File: src/rtl/scb_pkg.sv
package scb_pkg;

   typedef enum logic [1:0] {
      ACT_IDLE  = 2'd0,
      ACT_MERGE = 2'd1,
      ACT_ALLOC = 2'd2,
      ACT_STALL = 2'd3
   } st_act_e;

   // position of the entry that is 'off' slots younger than 'base' in a ring
   function automatic int unsigned ring_idx(input int unsigned base,
                                            input int unsigned off,
                                            input int unsigned depth);
      int unsigned s;
      s = base + off;
      if (s >= depth) s = s - depth;
      return s;
   endfunction

endpackage

File: src/rtl/scb_match.sv
module scb_match #(
   parameter int N      = 8,
   parameter int ADDR_W = 32
) (
   input  logic [N-1:0]             vld,
   input  logic [N-1:0][ADDR_W-1:0] addr,
   input  logic [ADDR_W-1:0]        key,
   output logic [N-1:0]             hit
);
   for (genvar i = 0; i < N; i++) begin : g_cmp
      assign hit[i] = vld[i] && (addr[i] == key);
   end
endmodule

File: src/rtl/scb_pick.sv
module scb_pick #(
   parameter int N    = 8,
   parameter int PW   = 3
) (
   input  logic [N-1:0]  req,
   output logic          any,
   output logic [PW-1:0] idx
);
   always_comb begin
      any = 1'b0;
      idx = '0;
      for (int i = N - 1; i >= 0; i--) begin
         if (req[i]) begin
            any = 1'b1;
            idx = PW'(i);
         end
      end
   end
endmodule

File: src/rtl/scb_fwd.sv
module scb_fwd
   import scb_pkg::*;
#(
   parameter int N      = 8,
   parameter int DATA_W = 32,
   parameter int PW     = 3,
   localparam int BW    = DATA_W / 8
) (
   input  logic [N-1:0]             hit,
   input  logic [N-1:0][DATA_W-1:0] data,
   input  logic [N-1:0][BW-1:0]     be,
   input  logic [PW-1:0]            head,
   input  logic [BW-1:0]            ld_be,
   output logic                     ld_hit,
   output logic [DATA_W-1:0]        ld_data
);
   logic [BW-1:0] have;

   // oldest first, so younger entries overwrite the bytes they hold
   always_comb begin
      ld_data = '0;
      have    = '0;
      for (int i = 0; i < N; i++) begin
         int unsigned k;
         k = ring_idx(int'(head), i, N);
         if (hit[k]) begin
            for (int b = 0; b < BW; b++) begin
               if (be[k][b]) begin
                  ld_data[b*8 +: 8] = data[k][b*8 +: 8];
                  have[b]           = 1'b1;
               end
            end
         end
      end
      ld_hit = (ld_be != '0) && ((ld_be & ~have) == '0);
   end
endmodule

File: src/rtl/store_coalesce_buf.sv
module store_coalesce_buf
   import scb_pkg::*;
#(
   parameter int ADDR_W = 32,
   parameter int DATA_W = 32,
   parameter int DEPTH  = 8,
   localparam int BE_W  = DATA_W / 8
) (
   input  logic              clk,
   input  logic              rst_n,
   input  logic              st_valid,
   output logic              st_ready,
   input  logic [ADDR_W-1:0] st_addr,
   input  logic [DATA_W-1:0] st_data,
   input  logic [BE_W-1:0]   st_be,
   input  logic [ADDR_W-1:0] ld_addr,
   input  logic [BE_W-1:0]   ld_be,
   output logic              ld_hit,
   output logic [DATA_W-1:0] ld_data,
   output logic              mem_valid,
   input  logic              mem_ready,
   output logic [ADDR_W-1:0] mem_addr,
   output logic [DATA_W-1:0] mem_data,
   output logic [BE_W-1:0]   mem_be,
   output logic              full,
   output logic              empty
);
   localparam int PTR_W = (DEPTH > 1) ? $clog2(DEPTH) : 1;
   localparam int CNT_W = $clog2(DEPTH + 1);
   localparam bit POW2  = (DEPTH == (1 << PTR_W));

   if (DATA_W % 8 != 0) begin : g_bad_width
      $error("store_coalesce_buf: DATA_W must be a whole number of bytes");
   end
   if (DEPTH < 2) begin : g_bad_depth
      $error("store_coalesce_buf: DEPTH must be at least 2");
   end

   logic [DEPTH-1:0]             ent_v;
   logic [DEPTH-1:0][ADDR_W-1:0] ent_addr;
   logic [DEPTH-1:0][DATA_W-1:0] ent_data;
   logic [DEPTH-1:0][BE_W-1:0]   ent_be;
   logic [PTR_W-1:0]             head, tail, head_nx, tail_nx;
   logic [CNT_W-1:0]             cnt;

   logic [DEPTH-1:0] st_hit, ld_match, head_oh, st_cand;
   logic             cand_any;
   logic [PTR_W-1:0] cand_idx;
   st_act_e          act;
   logic             do_merge, do_alloc, drain;

   // pointer advance: free wrap for power-of-two depths, compare otherwise
   if (POW2) begin : g_ptr_pow2
      assign head_nx = head + 1'b1;
      assign tail_nx = tail + 1'b1;
   end else begin : g_ptr_wrap
      assign head_nx = (head == PTR_W'(DEPTH - 1)) ? '0 : head + 1'b1;
      assign tail_nx = (tail == PTR_W'(DEPTH - 1)) ? '0 : tail + 1'b1;
   end

   scb_match #(.N(DEPTH), .ADDR_W(ADDR_W)) u_st_match (
      .vld(ent_v), .addr(ent_addr), .key(st_addr), .hit(st_hit)
   );

   scb_match #(.N(DEPTH), .ADDR_W(ADDR_W)) u_ld_match (
      .vld(ent_v), .addr(ent_addr), .key(ld_addr), .hit(ld_match)
   );

   // the entry at the memory port is frozen; never merge into it
   assign head_oh = DEPTH'(1) << head;
   assign st_cand = st_hit & ~head_oh;

   scb_pick #(.N(DEPTH), .PW(PTR_W)) u_pick (
      .req(st_cand), .any(cand_any), .idx(cand_idx)
   );

   scb_fwd #(.N(DEPTH), .DATA_W(DATA_W), .PW(PTR_W)) u_fwd (
      .hit(ld_match), .data(ent_data), .be(ent_be), .head(head),
      .ld_be(ld_be), .ld_hit(ld_hit), .ld_data(ld_data)
   );

   assign full      = (cnt == CNT_W'(DEPTH));
   assign empty     = (cnt == '0);
   assign mem_valid = !empty;
   assign mem_addr  = ent_addr[head];
   assign mem_data  = ent_data[head];
   assign mem_be    = ent_be[head];
   assign drain     = mem_valid && mem_ready;

   always_comb begin
      if (!st_valid)     act = ACT_IDLE;
      else if (cand_any) act = ACT_MERGE;
      else if (!full)    act = ACT_ALLOC;
      else               act = ACT_STALL;
   end

   assign st_ready = cand_any || !full;
   assign do_merge = (act == ACT_MERGE);
   assign do_alloc = (act == ACT_ALLOC);

   always_ff @(posedge clk or negedge rst_n) begin
      if (!rst_n) begin
         ent_v <= '0;
         head  <= '0;
         tail  <= '0;
         cnt   <= '0;
      end else begin
         if (drain) begin
            ent_v[head] <= 1'b0;
            head        <= head_nx;
         end
         if (do_alloc) begin
            ent_v[tail] <= 1'b1;
            tail        <= tail_nx;
         end
         cnt <= cnt + CNT_W'(do_alloc) - CNT_W'(drain);
      end
   end

   always_ff @(posedge clk) begin
      if (do_alloc) begin
         ent_addr[tail] <= st_addr;
         ent_data[tail] <= st_data;
         ent_be[tail]   <= st_be;
      end
      if (do_merge) begin
         for (int b = 0; b < BE_W; b++) begin
            if (st_be[b]) ent_data[cand_idx][b*8 +: 8] <= st_data[b*8 +: 8];
         end
         ent_be[cand_idx] <= ent_be[cand_idx] | st_be;
      end
   end


   mem_hold_chk: assert property (@(posedge clk) disable iff (!rst_n)
      (mem_valid && !mem_ready) |=> (mem_valid && $stable(mem_addr) &&
                                     $stable(mem_data) && $stable(mem_be)));


   merge_no_grow_chk: assert property (@(posedge clk) disable iff (!rst_n)
      (st_valid && st_ready && cand_any && !drain) |=> (cnt == $past(cnt)));


   accept_grow_chk: assert property (@(posedge clk) disable iff (!rst_n)
      (st_valid && st_ready && !cand_any && !drain) |=> (cnt == $past(cnt) + 1'b1));


   no_overflow_chk: assert property (@(posedge clk) disable iff (!rst_n)
      cnt <= CNT_W'(DEPTH));


   cand_single_chk: assert property (@(posedge clk) disable iff (!rst_n)
      $onehot0(st_cand));

endmodule

File: config.mk
export PLATFORM = sky130hd
export DESIGN_NAME = store_coalesce_buf
export DESIGN_NICKNAME = d
export VERILOG_FILES = /design/src/rtl/scb_pkg.sv /design/src/rtl/scb_match.sv /design/src/rtl/scb_pick.sv /design/src/rtl/scb_fwd.sv /design/src/rtl/store_coalesce_buf.sv
export SDC_FILE = /design/constraint.sdc
export NUM_CORES = 2
export LEC_CHECK = 0
export BUFFER_PORTS_ARGS = -buffer_cell sky130_fd_sc_hd__buf_2
export CORE_MARGIN = 2
export CORE_UTILIZATION = 23
export DETAILED_ROUTE_END_ITERATION = 7
export GPL_ROUTABILITY_DRIVEN = 0
export GPL_TIMING_DRIVEN = 0
export PLACE_DENSITY = 0.41
export SYNTH_ARGS = -nofsm -noshare
export SYNTH_HDL_FRONTEND = slang
export SYNTH_HIERARCHICAL = 1
export SYNTH_SLANG_ARGS = --single-unit
export TNS_END_PERCENT = 5
File: constraint.sdc
create_clock -name clk -period 6.4 [get_ports clk]
set_input_delay 0.32 -clock clk [delete_from_list [all_inputs] [get_ports clk]]
set_output_delay 0.32 -clock clk [all_outputs]
set_load 0.03 [all_outputs]
==> impl_metrics.json <==
{
  "numPlacedInstances": 6356,
  "routed_wirelength_um": 216000,
  "placed_area_sq_mm": 0.0473,
  "hold-worst-slack_ns": 0.111,
  "mean_area_per_synthesized_cell_sq_um": 11.7,
  "ctsHtreeMaxLevel": 3,
  "switching_share_pct": 48.9,
  "rows": 158,
  "power-per-cell-area_mw_per_mm2": 590,
  "critical_path.startpoint_type": "flop",
  "critPathMaxStageDelay_ns": 0.73,
  "setup_ws_ns": -0.154,
  "peakVddDrop_mv": 0.371,
  "max_cap_viol_count": 0,
  "cts.clk_slew.worst_paths_ns": 0.06,
  "ys_async_sr_fraction_pct": 3.20,
  "post_route_cells_drive_above_1_share_pct": 32.9,
  "post_route_clock_period_utilization_pct": 102,
  "coreArea_sq_mm": 0.186,
  "grt_pass1_wl_um": 294000,
  "grt_util_all_layers_pct": 22.0,
  "outcome": "complete, but fails checks",
  "slew_violations": 0,
  "grt_start_max_net_pins": 42,
  "synth-seq-area-share_pct": 32.3,
  "top_ff_cell_synth": "sky130_fd_sc_hd__dfxtp_1",
  "cp_slowest_cell": "sky130_fd_sc_hd__nor4_1",
  "timing.fmax_mhz": 153,
  "critPathArrivalTime_ns": 6.23,
  "switching_power_mw": 14.6,
  "worst_hold_path_type": "in2reg",
  "synth_edf_count": 256,
  "cts_made_buffers": 77,
  "yosys.area_share.xor_xnor_pct": 10.7,
  "most-common-layout-cells": "510 x sky130_fd_sc_hd__nand2_1, 501 x sky130_fd_sc_hd__xor2_1, 429 x sky130_fd_sc_hd__mux4_2",
  "route.antenna.remaining_nets": 0,
  "syn_to_final_growth_pct": 18.1,
  "ctsRootBufferMaster": "sky130_fd_sc_hd__clkbuf_16",
  "fp.dieArea_sq_mm": 0.191,
  "postSynthNetCount": 3812,
  "port-buffer-count": 176,
  "antenna_found_initial": 16,
  "layout_commonest_cell": "sky130_fd_sc_hd__nand2_1",
  "post_synth_fa_ha_maj_area_fraction_pct": 0.483,
  "remaining_drc_errors": 0,
  "pwr-share-comb_pct": 60.8,
  "hold_viol": 0,
  "post_synth_simple_gate_area_pct": 11.1,
  "synth_cell_types": 91,
  "setup.worst_path.end_class": "primary output",
  "floorplan.io_pins": 213,
  "violations": "negative setup slack",
  "p_total_mw": 30.0,
  "required_ns": 6.08,
  "final_cells": 6569,
  "dieWidth_um": 437,
  "max_slew_margin_pct": 5.48,
  "critical_path_peak_fanout": 10,
  "tightest_slew_ns": 1.42,
  "pre_cts_slack_ns": -0.133,
  "die_h_um": 437,
  "tritoncts": "yes",
  "clock_insertion_delay_worst_skew_ns": 0.74,
  "grt_pass1_vias": 34900,
  "synth_top_family_by_area": "multiplexers",
  "clock_power_share_pct": 16.0,
  "postSynthCellCount": 3688,
  "hpwlAfterDp_um": 157000,
  "final_period_minus_worst_setup_slack_ns": 6.55,
  "leakage_nw": 18.4,
  "finish.net_count": 4144,
  "mappedNetlistArea_sq_mm": 0.0430,
  "dr_total_vias": 36200,
  "muxShareOfSynthArea_pct": 33.6,
  "cts.sinks": 562,
  "rsz_0062_raised_after_global_routing": "yes",
  "timing.final.setup_violations": 2,
  "share_seq_of_total_power_pct": 23.3,
  "yosysWarningCount": 6,
  "crit_chain": "xor2_1, nor4_1, nand4_1, nor3_4, nand2_1, mux4_1, mux2i_4, nand2b_1, buf_2, nor4_1, nor4_2, buf_2",
  "ys_seq_elements": 562,
  "stdcell_area_sq_mm": 0.0508,
  "post_drt_wl_per_cell_um": 32.9,
  "critPathKind": "reg2out",
  "initial_util_pct": 23.2,
  "detail_route.vias_per_cell": 5.51,
  "complex_gate_fraction_of_the_synthesized_area_pct": 6.65,
  "cts_max_path_buffers": 3,
  "first_pass_iters": 5,
  "grt.overflow.total": 0,
  "first_iter_violations": 4438,
  "intPower_mw": 15.3,
  "worst_setup_skew_after_layout_ns": 0.0579
}
-- registers in the layout (all words and copies together), names as in the netlist --
name / count
ent_addr: 256
ent_data: 256
ent_be: 32
ent_v: 8
cnt: 4
head: 3
tail: 3
-- power by group through the flow --
stage / registers, mW / clock network (mW) / logic, mW
after floorplan: 6.16 / 0 / 12.1
final: 6.98 / 4.78 / 18.2
after CTS: 6.90 / 4.88 / 18.0
after global routing: 7.15 / 5.02 / 19.0
after detailed placement: 6.97 / 0 / 17.9
after global placement: 6.92 / 0 / 17.8
-- stage by stage --
| stage | utilization (%) | setup TNS (ns) |
|---|---|---|
| floorplan | - | 0 |
| global placement | 25.3 | -230.14 |
| detailed placement | 25.5 | -1.05 |
| CTS | 27.3 | 0 |
| global route | 27.4 | -0.0257 |
| finish | 27.4 | -0.277 |
-- routing by layer --
layer	track usage (%)	wire [um]	up-vias
met5	0	27	-
met3	4.82	18400	465
met1	28.7	88600	18800
met2	34.7	98300	2083
li1	-	-	14800
met4	9.78	11000	4
-- kinds of logic after synthesis --
family	count (synthesis)
adder cells (fa/ha/maj)	16
flip-flops	562
AO/OA/AOI/OAI	406
XOR/XNOR	522
multiplexers	867
AND/OR/NAND/NOR	981
buffers and inverters	334
-- synth_stat cells (64+ instances only) --
cell	count	area share [%]
sky130_fd_sc_hd__nand2_1	510	4.4
sky130_fd_sc_hd__nor2_1	74	0.65
sky130_fd_sc_hd__mux2_2	263	6.9
sky130_fd_sc_hd__dfxtp_1	288	13
sky130_fd_sc_hd__mux2i_1	163	3.8
sky130_fd_sc_hd__buf_6	85	2.2
sky130_fd_sc_hd__nand3_1	70	0.81
sky130_fd_sc_hd__nor3_1	64	0.74
sky130_fd_sc_hd__a21oi_1	78	0.91
sky130_fd_sc_hd__nor4_1	122	1.8
sky130_fd_sc_hd__mux4_2	429	22
sky130_fd_sc_hd__edfxtp_1	256	18
sky130_fd_sc_hd__xor2_1	501	10
sky130_fd_sc_hd__buf_2	111	1.3
-- worst paths after layout --
| check | startpoint | end | slack, ns | cells past startpoint |
|---|---|---|---|---|
| min | st_valid | tail[0] | 0.11 | 3 |
| max reg2reg | head[1] | ent_data[36] | 0.27 | 12 |
| max in group asynchronous | rst_n | ent_v[5] | 5.92 | 2 |
| min in group asynchronous | rst_n | ent_v[7] | 0.13 | 2 |
| min reg2reg | tail[0] | tail[0] | 0.54 | 1 |
| max | ent_addr[184] | ld_hit | -0.15 | 12 |
-- what timing repair did --
item / in CTS / in global routing
gates resized for setup: 6 / 9
setup buffers: 0 / 0
hold endpoints to repair: 532 / 0
hold buffers: 66 / 0
endpoints found under the setup margin: 51 / 14
-- critical path: cells and delay by family (launching register included) --
family                 cells  cell delay, ns
XOR/XNOR                   1            0.17
buffers and inverters      2            0.59
flip-flops                 1            0.44
multiplexers               2            1.11
AND/OR/NAND/NOR            7            3.18
-- cell type report --
cell class,instances,area (sq um)
Sequential cell,562,13900
Timing Repair Buffer,254,1780
Clock inverter,46,691
Tap cell,2480,3100
Buffer,312,2150
Inverter,21,78.8
Fill cell,19400,135000
Antenna cell,4,10.0
Multi-Input combinational cell,2792,27000
Clock buffer,98,2120
Power figures use the tool's default switching activity.
